[config.mk]
export PLATFORM = sky130hd
export DESIGN_NAME = hostIrqReg
export DESIGN_NICKNAME = d
export VERILOG_FILES = /design/src/rtl/hostIrqPkg.sv /design/src/rtl/hostIrqCtl.sv /design/src/rtl/hostIrqDp.sv /design/src/rtl/hostIrqReg.sv
export SDC_FILE = /design/constraint.sdc
export NUM_CORES = 1
export LEC_CHECK = 0
export CAP_MARGIN = 10
export CORE_MARGIN = 2
export CORE_UTILIZATION = 44
export DETAILED_ROUTE_END_ITERATION = 10
export PLACE_DENSITY = 0.86
export SETUP_SLACK_MARGIN = 0.3
export SLEW_MARGIN = 10
export SYNTH_ARGS = -nofsm -noshare
export SYNTH_HDL_FRONTEND = slang
export SYNTH_SLANG_ARGS = --single-unit
[constraint.sdc]
create_clock -name clk -period 1.4 [get_ports clk]
set_clock_uncertainty 0.15 [all_clocks]
set_input_delay 0.21 -clock clk [delete_from_list [all_inputs] [get_ports clk]]
set_output_delay 0.21 -clock clk [all_outputs]
set_load 0.03 [all_outputs]
[src/rtl/hostIrqPkg.sv]
package hostIrqPkg;
  localparam int REG_W = 8;
  localparam int DEC_BIT = 0;
  localparam int FIFO_BIT = 1;
  localparam int RSV_BIT = 5;
  localparam int FIFO_N = 2;
  localparam logic [REG_W-1:0] STICKY_SEL = 8'hDC;

  typedef struct packed {
    logic rdClr;
    logic wrMask;
  } ctlStrobe_t;
endpackage

[src/rtl/hostIrqCtl.sv]
module hostIrqCtl
  import hostIrqPkg::*;
(
  input  logic       rdEn,
  input  logic       wrEn,
  input  logic       rstN,
  output ctlStrobe_t strobe
);
  always_comb begin
    strobe.rdClr  = rstN & rdEn;
    strobe.wrMask = rstN & wrEn;
  end
endmodule

[src/rtl/hostIrqDp.sv]
module hostIrqDp
  import hostIrqPkg::*;
#(
  parameter int W = REG_W,
  parameter int FN = FIFO_N,
  parameter logic [W-1:0] STICKY = STICKY_SEL
) (
  input  logic          clk,
  input  logic          rstN,
  input  ctlStrobe_t    strobe,
  input  logic [W-1:0]  wrData,
  input  logic [W-1:0]  evtPulse,
  input  logic          decodeRun,
  input  logic [FN-1:0] fifoReady,
  output logic [W-1:0]  rdData,
  output logic [W-1:0]  maskQ,
  output logic          irqN
);
  localparam logic [W-1:0] WR_ALLOW = ~(W'(1) << RSV_BIT);

  logic [W-1:0] statVec;
  logic [W-1:0] pendVec;
  logic [FN-1:0] fifoPrevQ;
  logic decLvlQ;
  logic decPendQ;
  logic fifoRise;

  assign fifoRise = |(fifoReady & ~fifoPrevQ);

  always_ff @(posedge clk) begin
    if (!rstN) begin
      fifoPrevQ <= '0;
      decLvlQ   <= 1'b0;
      decPendQ  <= 1'b0;
      maskQ     <= '0;
    end else begin
      fifoPrevQ <= fifoReady;
      decLvlQ   <= decodeRun;
      if (decodeRun != decLvlQ) decPendQ <= 1'b1;
      else if (strobe.rdClr)    decPendQ <= 1'b0;
      if (strobe.wrMask) maskQ <= wrData & WR_ALLOW;
    end
  end

  for (genvar i = 0; i < W; i++) begin : g_bit
    if (i == DEC_BIT) begin : g_dec
      assign statVec[i] = decLvlQ;
      assign pendVec[i] = decPendQ;
    end else if (i == FIFO_BIT) begin : g_fifo
      logic fifoQ;
      always_ff @(posedge clk) begin
        if (!rstN)             fifoQ <= 1'b0;
        else if (fifoRise)     fifoQ <= 1'b1;
        else if (strobe.rdClr) fifoQ <= 1'b0;
      end
      assign statVec[i] = fifoQ;
      assign pendVec[i] = fifoQ;
    end else if (STICKY[i]) begin : g_sticky
      logic stickQ;
      always_ff @(posedge clk) begin
        if (!rstN) stickQ <= 1'b0;
        else       stickQ <= evtPulse[i] | (stickQ & ~strobe.rdClr);
      end
      assign statVec[i] = stickQ;
      assign pendVec[i] = stickQ;
    end else begin : g_rsv
      assign statVec[i] = 1'b0;
      assign pendVec[i] = 1'b0;
    end
  end

  assign rdData = statVec;
  assign irqN   = ~|(pendVec & ~maskQ);
endmodule

[src/rtl/hostIrqReg.sv]
module hostIrqReg
  import hostIrqPkg::*;
(
  input  logic       clk,
  input  logic       rstN,
  input  logic       rdEn,
  input  logic       wrEn,
  input  logic [7:0] wrData,
  output logic [7:0] rdData,
  input  logic       decodeRun,
  input  logic       auxReady,
  input  logic       userReady,
  input  logic       sliceStartPulse,
  input  logic       seqEndPulse,
  input  logic       xferDonePulse,
  input  logic       audioSyncPulse,
  input  logic       newFieldPulse,
  output logic       irqN
);
  ctlStrobe_t strobe;
  logic [REG_W-1:0] evtPulse;
  logic [REG_W-1:0] maskQ;

  assign evtPulse = {newFieldPulse, audioSyncPulse, 1'b0, xferDonePulse,
                     seqEndPulse, sliceStartPulse, 2'b00};

  hostIrqCtl ctl_i (
    .rdEn(rdEn), .wrEn(wrEn), .rstN(rstN), .strobe(strobe)
  );

  hostIrqDp dp_i (
    .clk(clk), .rstN(rstN), .strobe(strobe), .wrData(wrData),
    .evtPulse(evtPulse), .decodeRun(decodeRun),
    .fifoReady({userReady, auxReady}),
    .rdData(rdData), .maskQ(maskQ), .irqN(irqN)
  );
endmodule

==> impl_metrics.csv, run 1 <==
group,metric,value,unit
floorplan,io-pin-count,29,
synth,synth_compound_area_share,10.5,%
setup_path,timing.reg2reg.setup_slack,0.34,ns
floorplan,core,1520,um^2
grt,antenna_found_initial,0,
synth,syn_inst,73,
grt,grt_first_pass_wirelength,2110,um
placed_design,portBuffers,26,
finish,final_cell_mix,"clkdlybuf4s50_1, nor2b_1, dfxtp_2, dfxtp_1, buf_6",
grt,track_usage,14.5,%
setup_path,worstReg2RegStart,"dp_i.decLvlQ",
route,ant_nets,0,
grt,grt_remaining_overflow,0,
route,drc,0,
power,leakage,0.463,nW
worst_hold_path,hold_path_class,"input port to flip-flop",
timing,setup_violations,1,
outcome,status,"finished with violations",
worst_hold_path,hp-start,"rdEn",
timing,rsz0062_at_grt,"yes",
synth,synth-xor-area-share,1.22,%
placed_design,globalplace.congestion,0.709,
setup_path,crit_type,"flip-flop to output pin",
route,vias,542,
placed_design,placed_cell_area,976,um^2
setup_path,cp.arrival,1.21,ns
synth,syn_area,718,um^2
power,p_per_area,973,nW/um^2
worst_hold_path,holdPathEnd,"dp_i.g_bit[6].g_sticky.stickQ",
setup_path,timing.rr.end,"dp_i.decPendQ",
synth,synth_top_family_by_area,"simple AND/OR/NAND/NOR gates",
finish,design_area,1060,um^2
setup_path,worstPathRequired,1.04,ns
synth,syn_area_per_cell,9.84,um^2
synth,syn_nets,93,
clock_network,cts_buffers,3,
clock_network,cts_root_buf,"clkbuf_4",
timing,worst_slack,-0.166,ns
clock_network,max-clock-path-buffers,2,
route,first_iter_violations,3,
clock_network,cts_tree,"yes",
timing,min_period,1.57,ns
setup_path,critPathLaunchType,"flip-flop",
job,max_cap_viol_count,0,
synth,ys_types,14,
power,p_switching,0.271,mW
floorplan,initial_utilization,47.1,%
finish,diodes,0,
synth,synthAdderAreaFrac,0,%
timing,fin_crit_sh,112,%
floorplan,die_w,44.4,um
timing,max_freq,638,MHz
floorplan,dieArea,1970,um^2
timing,finalHoldViolations,0,
floorplan,die_h,44.4,um
setup_path,worstPathMaxFanout,2,
grt,grt_pass1_vias,505,
clock_network,clk_latency,0.29,ns
route,via_per_inst,4.75,
finish,drive_gt1_share,35.7,%
placed_design,dp_cells,108,
synth,yosys.area_share.simple,16.0,%
worst_hold_path,worstHoldPathCells,3,
route,first_pass_iters,3,
timing,slew_viol_final,0,
setup_path,endpoint_kind,"output pin",
route,wire_per_inst,11.3,um
setup_path,rr_worst_depth,4,
finish,final_common_cell,"clkdlybuf4s50_1",
floorplan,rows,14,
synth,ys_ff_latch,17,
outcome,violations,"negative setup slack",
timing,hold_slack,0.206,ns
clock_network,clkTransAtPathRegs,0.11,ns
synth,ys_seq_area_share,47.4,%
power,seqPwrFrac,52.4,%
synth,synth.area.mux_share,9.76,%
clock_network,h-tree-depth,1,
synth,synth_largest_area_cell,"dfxtp_1",
synth,synth_warnings,0,
placed_design,place_ws,0.00248,ns
power,p_clk_share,24.9,%
power,switching_share,26.3,%
synth,netlist.area_leader.share,47.4,%
grt,grt_start_max_net_pins,11,
finish,final_cells,114,
power,comb_power_share,22.7,%
finish,area_growth,47.2,%
placed_design,dp_hpwl,987,um
finish,nNetsFinal,119,
power,vdd_drop_max,0.768,mV
synth,netlist_top_cells_area,"dfxtp_1, mux2i_1, buf_4, nor2b_1, o21a_1",
clock_network,numClockSinks,17,
route,wl,1280,um
power,p_int,0.758,mW
-- power by group through the flow --
stage	Combinational (mW)	Clock (mW)	Sequential (mW)
final	0.234	0.257	0.539
after global routing	0.251	0.288	0.544
after CTS	0.225	0.265	0.534
after detailed placement	0.220	0	0.543
after global placement	0.216	0	0.542
after floorplan	0.140	0	0.539
-- area by class of cell --
type | instances | area [um^2]
repair buffers | 31 | 319
well taps | 16 | 20.0
fillers | 129 | 467
inverters | 7 | 26.3
clock inverters | 1 | 5.00
flip-flops and latches | 17 | 352
multi-input cells | 39 | 313
clock buffers | 3 | 22.5
-- registers in the layout (all words and copies together) (netlist names) --
signal and flops:
dp_i.decPendQ 1, dp_i.maskQ 7, dp_i.fifoPrevQ 2, dp_i.g_bit.g_sticky.stickQ 5, dp_i.g_bit.g_fifo.fifoQ 1, dp_i.decLvlQ 1
-- metrics by stage --
step / utilization, % / power, mW / TNS, ns
2_1_floorplan: - / 0.679 / 0
3_3_place_gp: 64.0 / 0.758 / 0
3_5_place_dp: 64.0 / 0.763 / 0
4_1_cts: 66.9 / 1.02 / -0.181
5_1_grt: 69.4 / 1.08 / -0.219
6_report: 69.4 / 1.03 / -0.166
-- cells in the mapped netlist (all sizes together) --
cell	count
and2	4
buf	10
conb	1
dfxtp	17
inv	7
mux2i	7
nor2	4
nor2b	10
nor4	1
o21a	6
o21ai	1
o22ai	4
xnor2	1
-- worst max-delay path by stage --
| stage | from | to | slack (ns) | depth (start not counted) |
|---|---|---|---|---|
| 2_1_floorplan | dp_i.g_bit[3].g_sticky.stickQ | irqN | 0.14 | 2 |
| 3_5_place_dp | wrEn | dp_i.maskQ[6] | 0.002 | 4 |
| 4_1_cts | dp_i.decPendQ | irqN | -0.18 | 4 |
| 6_report | dp_i.g_bit[3].g_sticky.stickQ | irqN | -0.17 | 3 |
| 5_1_grt | dp_i.g_bit[1].g_fifo.fifoQ | irqN | -0.22 | 4 |
| 3_3_place_gp | rdEn | dp_i.g_bit[1].g_fifo.fifoQ | 0.02 | 3 |
-- repair_timing --
action,4_1_cts,5_1_grt
hold buffers,0,0
endpoints found under the setup margin,8,11
buffers inserted,2,0
gates resized for setup,51,13
-- routing by layer --
| layer | vias up | wire (um) | GRT usage (%) |
|---|---|---|---|
| met3 | 0 | 95 | 3.27 |
| li1 | 279 | - | - |
| met1 | 244 | 506 | 17.8 |
| met4 | 0 | 0 | 3.64 |
| met2 | 19 | 682 | 25.6 |
| met5 | - | 0 | 0 |
-- critical path, stage by stage, from the launching register on --
cell	delay, ns
dfxtp_2	0.34
nor2b_4	0.12
nor4_4	0.26
buf_4	0.20
-- logic make-up (layout without fill, tap and decap cells) --
family                    Yosys count  count (layout)
and+or+nand+nor                    19              19
DFF                                17              17
buffers and inverters              17              42
AOI/OAI and AO/OA                  11              11
muxes                               7               7
other                               1               1
xor gates and xnor gates            1               1
No activity file was read; power rests on OpenSTA's default activity.
==> inputs of run 2 (changes only) <==
--- a/config.mk
+++ b/config.mk
@@ -7,9 +7,11 @@
 export LEC_CHECK = 0
 export CAP_MARGIN = 10
 export CORE_MARGIN = 2
-export CORE_UTILIZATION = 44
+export CORE_UTILIZATION = 45
+export CTS_BUF_LIST = sky130_fd_sc_hd__clkbuf_2 sky130_fd_sc_hd__clkbuf_4 sky130_fd_sc_hd__clkbuf_8
 export DETAILED_ROUTE_END_ITERATION = 10
-export PLACE_DENSITY = 0.86
+export HOLD_SLACK_MARGIN = 0.05
+export PLACE_DENSITY = 0.88
 export SETUP_SLACK_MARGIN = 0.3
 export SLEW_MARGIN = 10
 export SYNTH_ARGS = -nofsm -noshare
==> run 2 against run 1 <==
Clock-buffer cell count is 1 higher; highest routed layer is now met4; critical path depth is 1 higher; cell count is 0.88% higher; the flow still finishes with violations (negative setup slack).
==> impl_metrics.csv, run 2 (synthesis results as in run 1) <==
group,metric,value,unit
floorplan,die_w,44.0,um
route,vias,551,
timing,finalHoldViolations,0,
outcome,status,"finished with violations",
timing,max_freq,645,MHz
setup_path,critPathMaxStageDelay,0.32,ns
route,wire_per_inst,12.3,um
setup_path,path_buf_inv,2,
timing,rsz0062_at_grt,"yes",
clock_network,cts_hold_buffers,0,
setup_path,crit_type,"flip-flop to output pin",
outcome,violations,"negative setup slack",
route,first_pass_iters,2,
route,ant_nets,0,
floorplan,rows,14,
finish,design_area,1070,um^2
floorplan,initial_utilization,47.7,%
timing,worst_slack,-0.151,ns
finish,area_growth,48.4,%
placed_design,dp_cells,108,
setup_path,cp_num_cells,4,
grt,grt_pass1_vias,568,
finish,final_common_cell,"clkdlybuf4s50_1",
setup_path,endpoint_kind,"output pin",
clock_network,cts_tree,"yes",
floorplan,core,1510,um^2
finish,drive_gt1_share,37.4,%
timing,min_period,1.55,ns
power,vdd_drop_max,0.625,mV
floorplan,die_h,44.0,um
timing,fin_crit_sh,111,%
timing,slew_viol_final,0,
clock_network,clk_latency,0.28,ns
setup_path,worstPathRequired,1.04,ns
timing,setup_violations,1,
placed_design,place_ws,-0.00294,ns
finish,nNetsFinal,120,
grt,grt_first_pass_wirelength,2220,um
grt,grt_start_max_net_pins,10,
grt,grt_remaining_overflow,0,
worst_hold_path,hold_path_class,"input port to flip-flop",
route,drc,0,
setup_path,cp.arrival,1.19,ns
clock_network,h-tree-depth,1,
timing,hold_slack,0.220,ns
setup_path,rr_worst_depth,4,
setup_path,cp_cell_sequence,"inv_2 -> o22ai_2 -> nor4_4 -> buf_4",
placed_design,dp_hpwl,1040,um
power,p_per_area,982,nW/um^2
finish,diodes,0,
placed_design,portBuffers,26,
placed_design,globalplace.congestion,0.691,
clock_network,cts_root_buf,"clkbuf_4",
clock_network,clkTransAtPathRegs,0.09,ns
setup_path,slowest_stage,"dfxtp_1",
worst_hold_path,worstHoldPathCells,3,
finish,top_register,"dp_i.maskQ",
floorplan,io-pin-count,29,
finish,reg.largest.list,"dp_i.maskQ x7, dp_i.g_bit.g_sticky.stickQ x5, dp_i.fifoPrevQ x2",
setup_path,critPathTopFamily,"flip-flops",
setup_path,worstPathMaxFanout,2,
clock_network,numClockSinks,17,
power,total_power,1.05,mW
power,leakage,0.476,nW
clock_network,cts_buffers,3,
route,via_per_inst,4.79,
job,max_cap_viol_count,0,
placed_design,placed_cell_area,976,um^2
grt,track_usage,15.8,%
grt,antenna_found_initial,0,
route,wl,1420,um
route,first_iter_violations,3,
setup_path,critPathLaunchType,"flip-flop",
clock_network,max-clock-path-buffers,2,
finish,final_cell_mix,"clkdlybuf4s50_1, dfxtp_2, nor2b_1",
finish,final_cells,115,
floorplan,dieArea,1930,um^2
finish,largest_reg_flops,7,
==> run 2: cell count changes in the layout (fill, tap and decap cells not counted), sizes merged <==
cell	before	now
buf	13	14
clkbuf	3	4
clkinv	1	0
==> run 2: repair_timing <==
action	4_1_cts	5_1_grt
cloned	0	0
resized for setup	51	14
setup endpoints to repair	8	11
setup buffers	1	2
==> run 2: worst min-delay path: stages <==
cell and delay (ns):
dlymetal6s2s_1 0.19, nor2_1 0.12, o21a_1 0.11
==> run 2: routing by layer <==
layer	vias to the layer above	part of all wire, %	track usage, %
met5	-	0	0
met4	0	0.85	7.27
met3	2	6.3	2.50
met2	18	54	28.8
met1	253	39	17.6
li1	278	-	-
==> run 2: per-stage QoR <==
stage | TNS (ns) | util (%)
6_report | -0.151 | 70.8
2_1_floorplan | 0 | -
3_5_place_dp | -0.00294 | 64.8
3_3_place_gp | 0 | 64.8
4_1_cts | -0.181 | 67.7
5_1_grt | -0.183 | 70.8
==> run 2: area by class of cell <==
cell class	instances	area [um^2]
Clock buffer	4	30.0
Fill cell	120	440
Inverter	7	26.3
Multi-Input combinational cell	39	308
Sequential cell	17	353
Tap cell	16	20.0
Timing Repair Buffer	32	329
==> run 2: worst paths after layout <==
kind / start / endpoint / slack, ns
worst max-delay path: dp_i.decPendQ / irqN / -0.15
worst min register to register: dp_i.maskQ[1] / dp_i.maskQ[1] / 0.39
worst min-delay path: rdEn / dp_i.g_bit[2].g_sticky.stickQ / 0.22
worst max register to register: dp_i.decLvlQ / dp_i.decPendQ / 0.33
==> run 2: report_power, final <==
group	total [mW]	leakage [nW]	switching (mW)	internal [mW]
clock	0.270	0.0184	0.140	0.130
sequential	0.539	0.144	0.0210	0.518
combinational	0.238	0.314	0.102	0.136
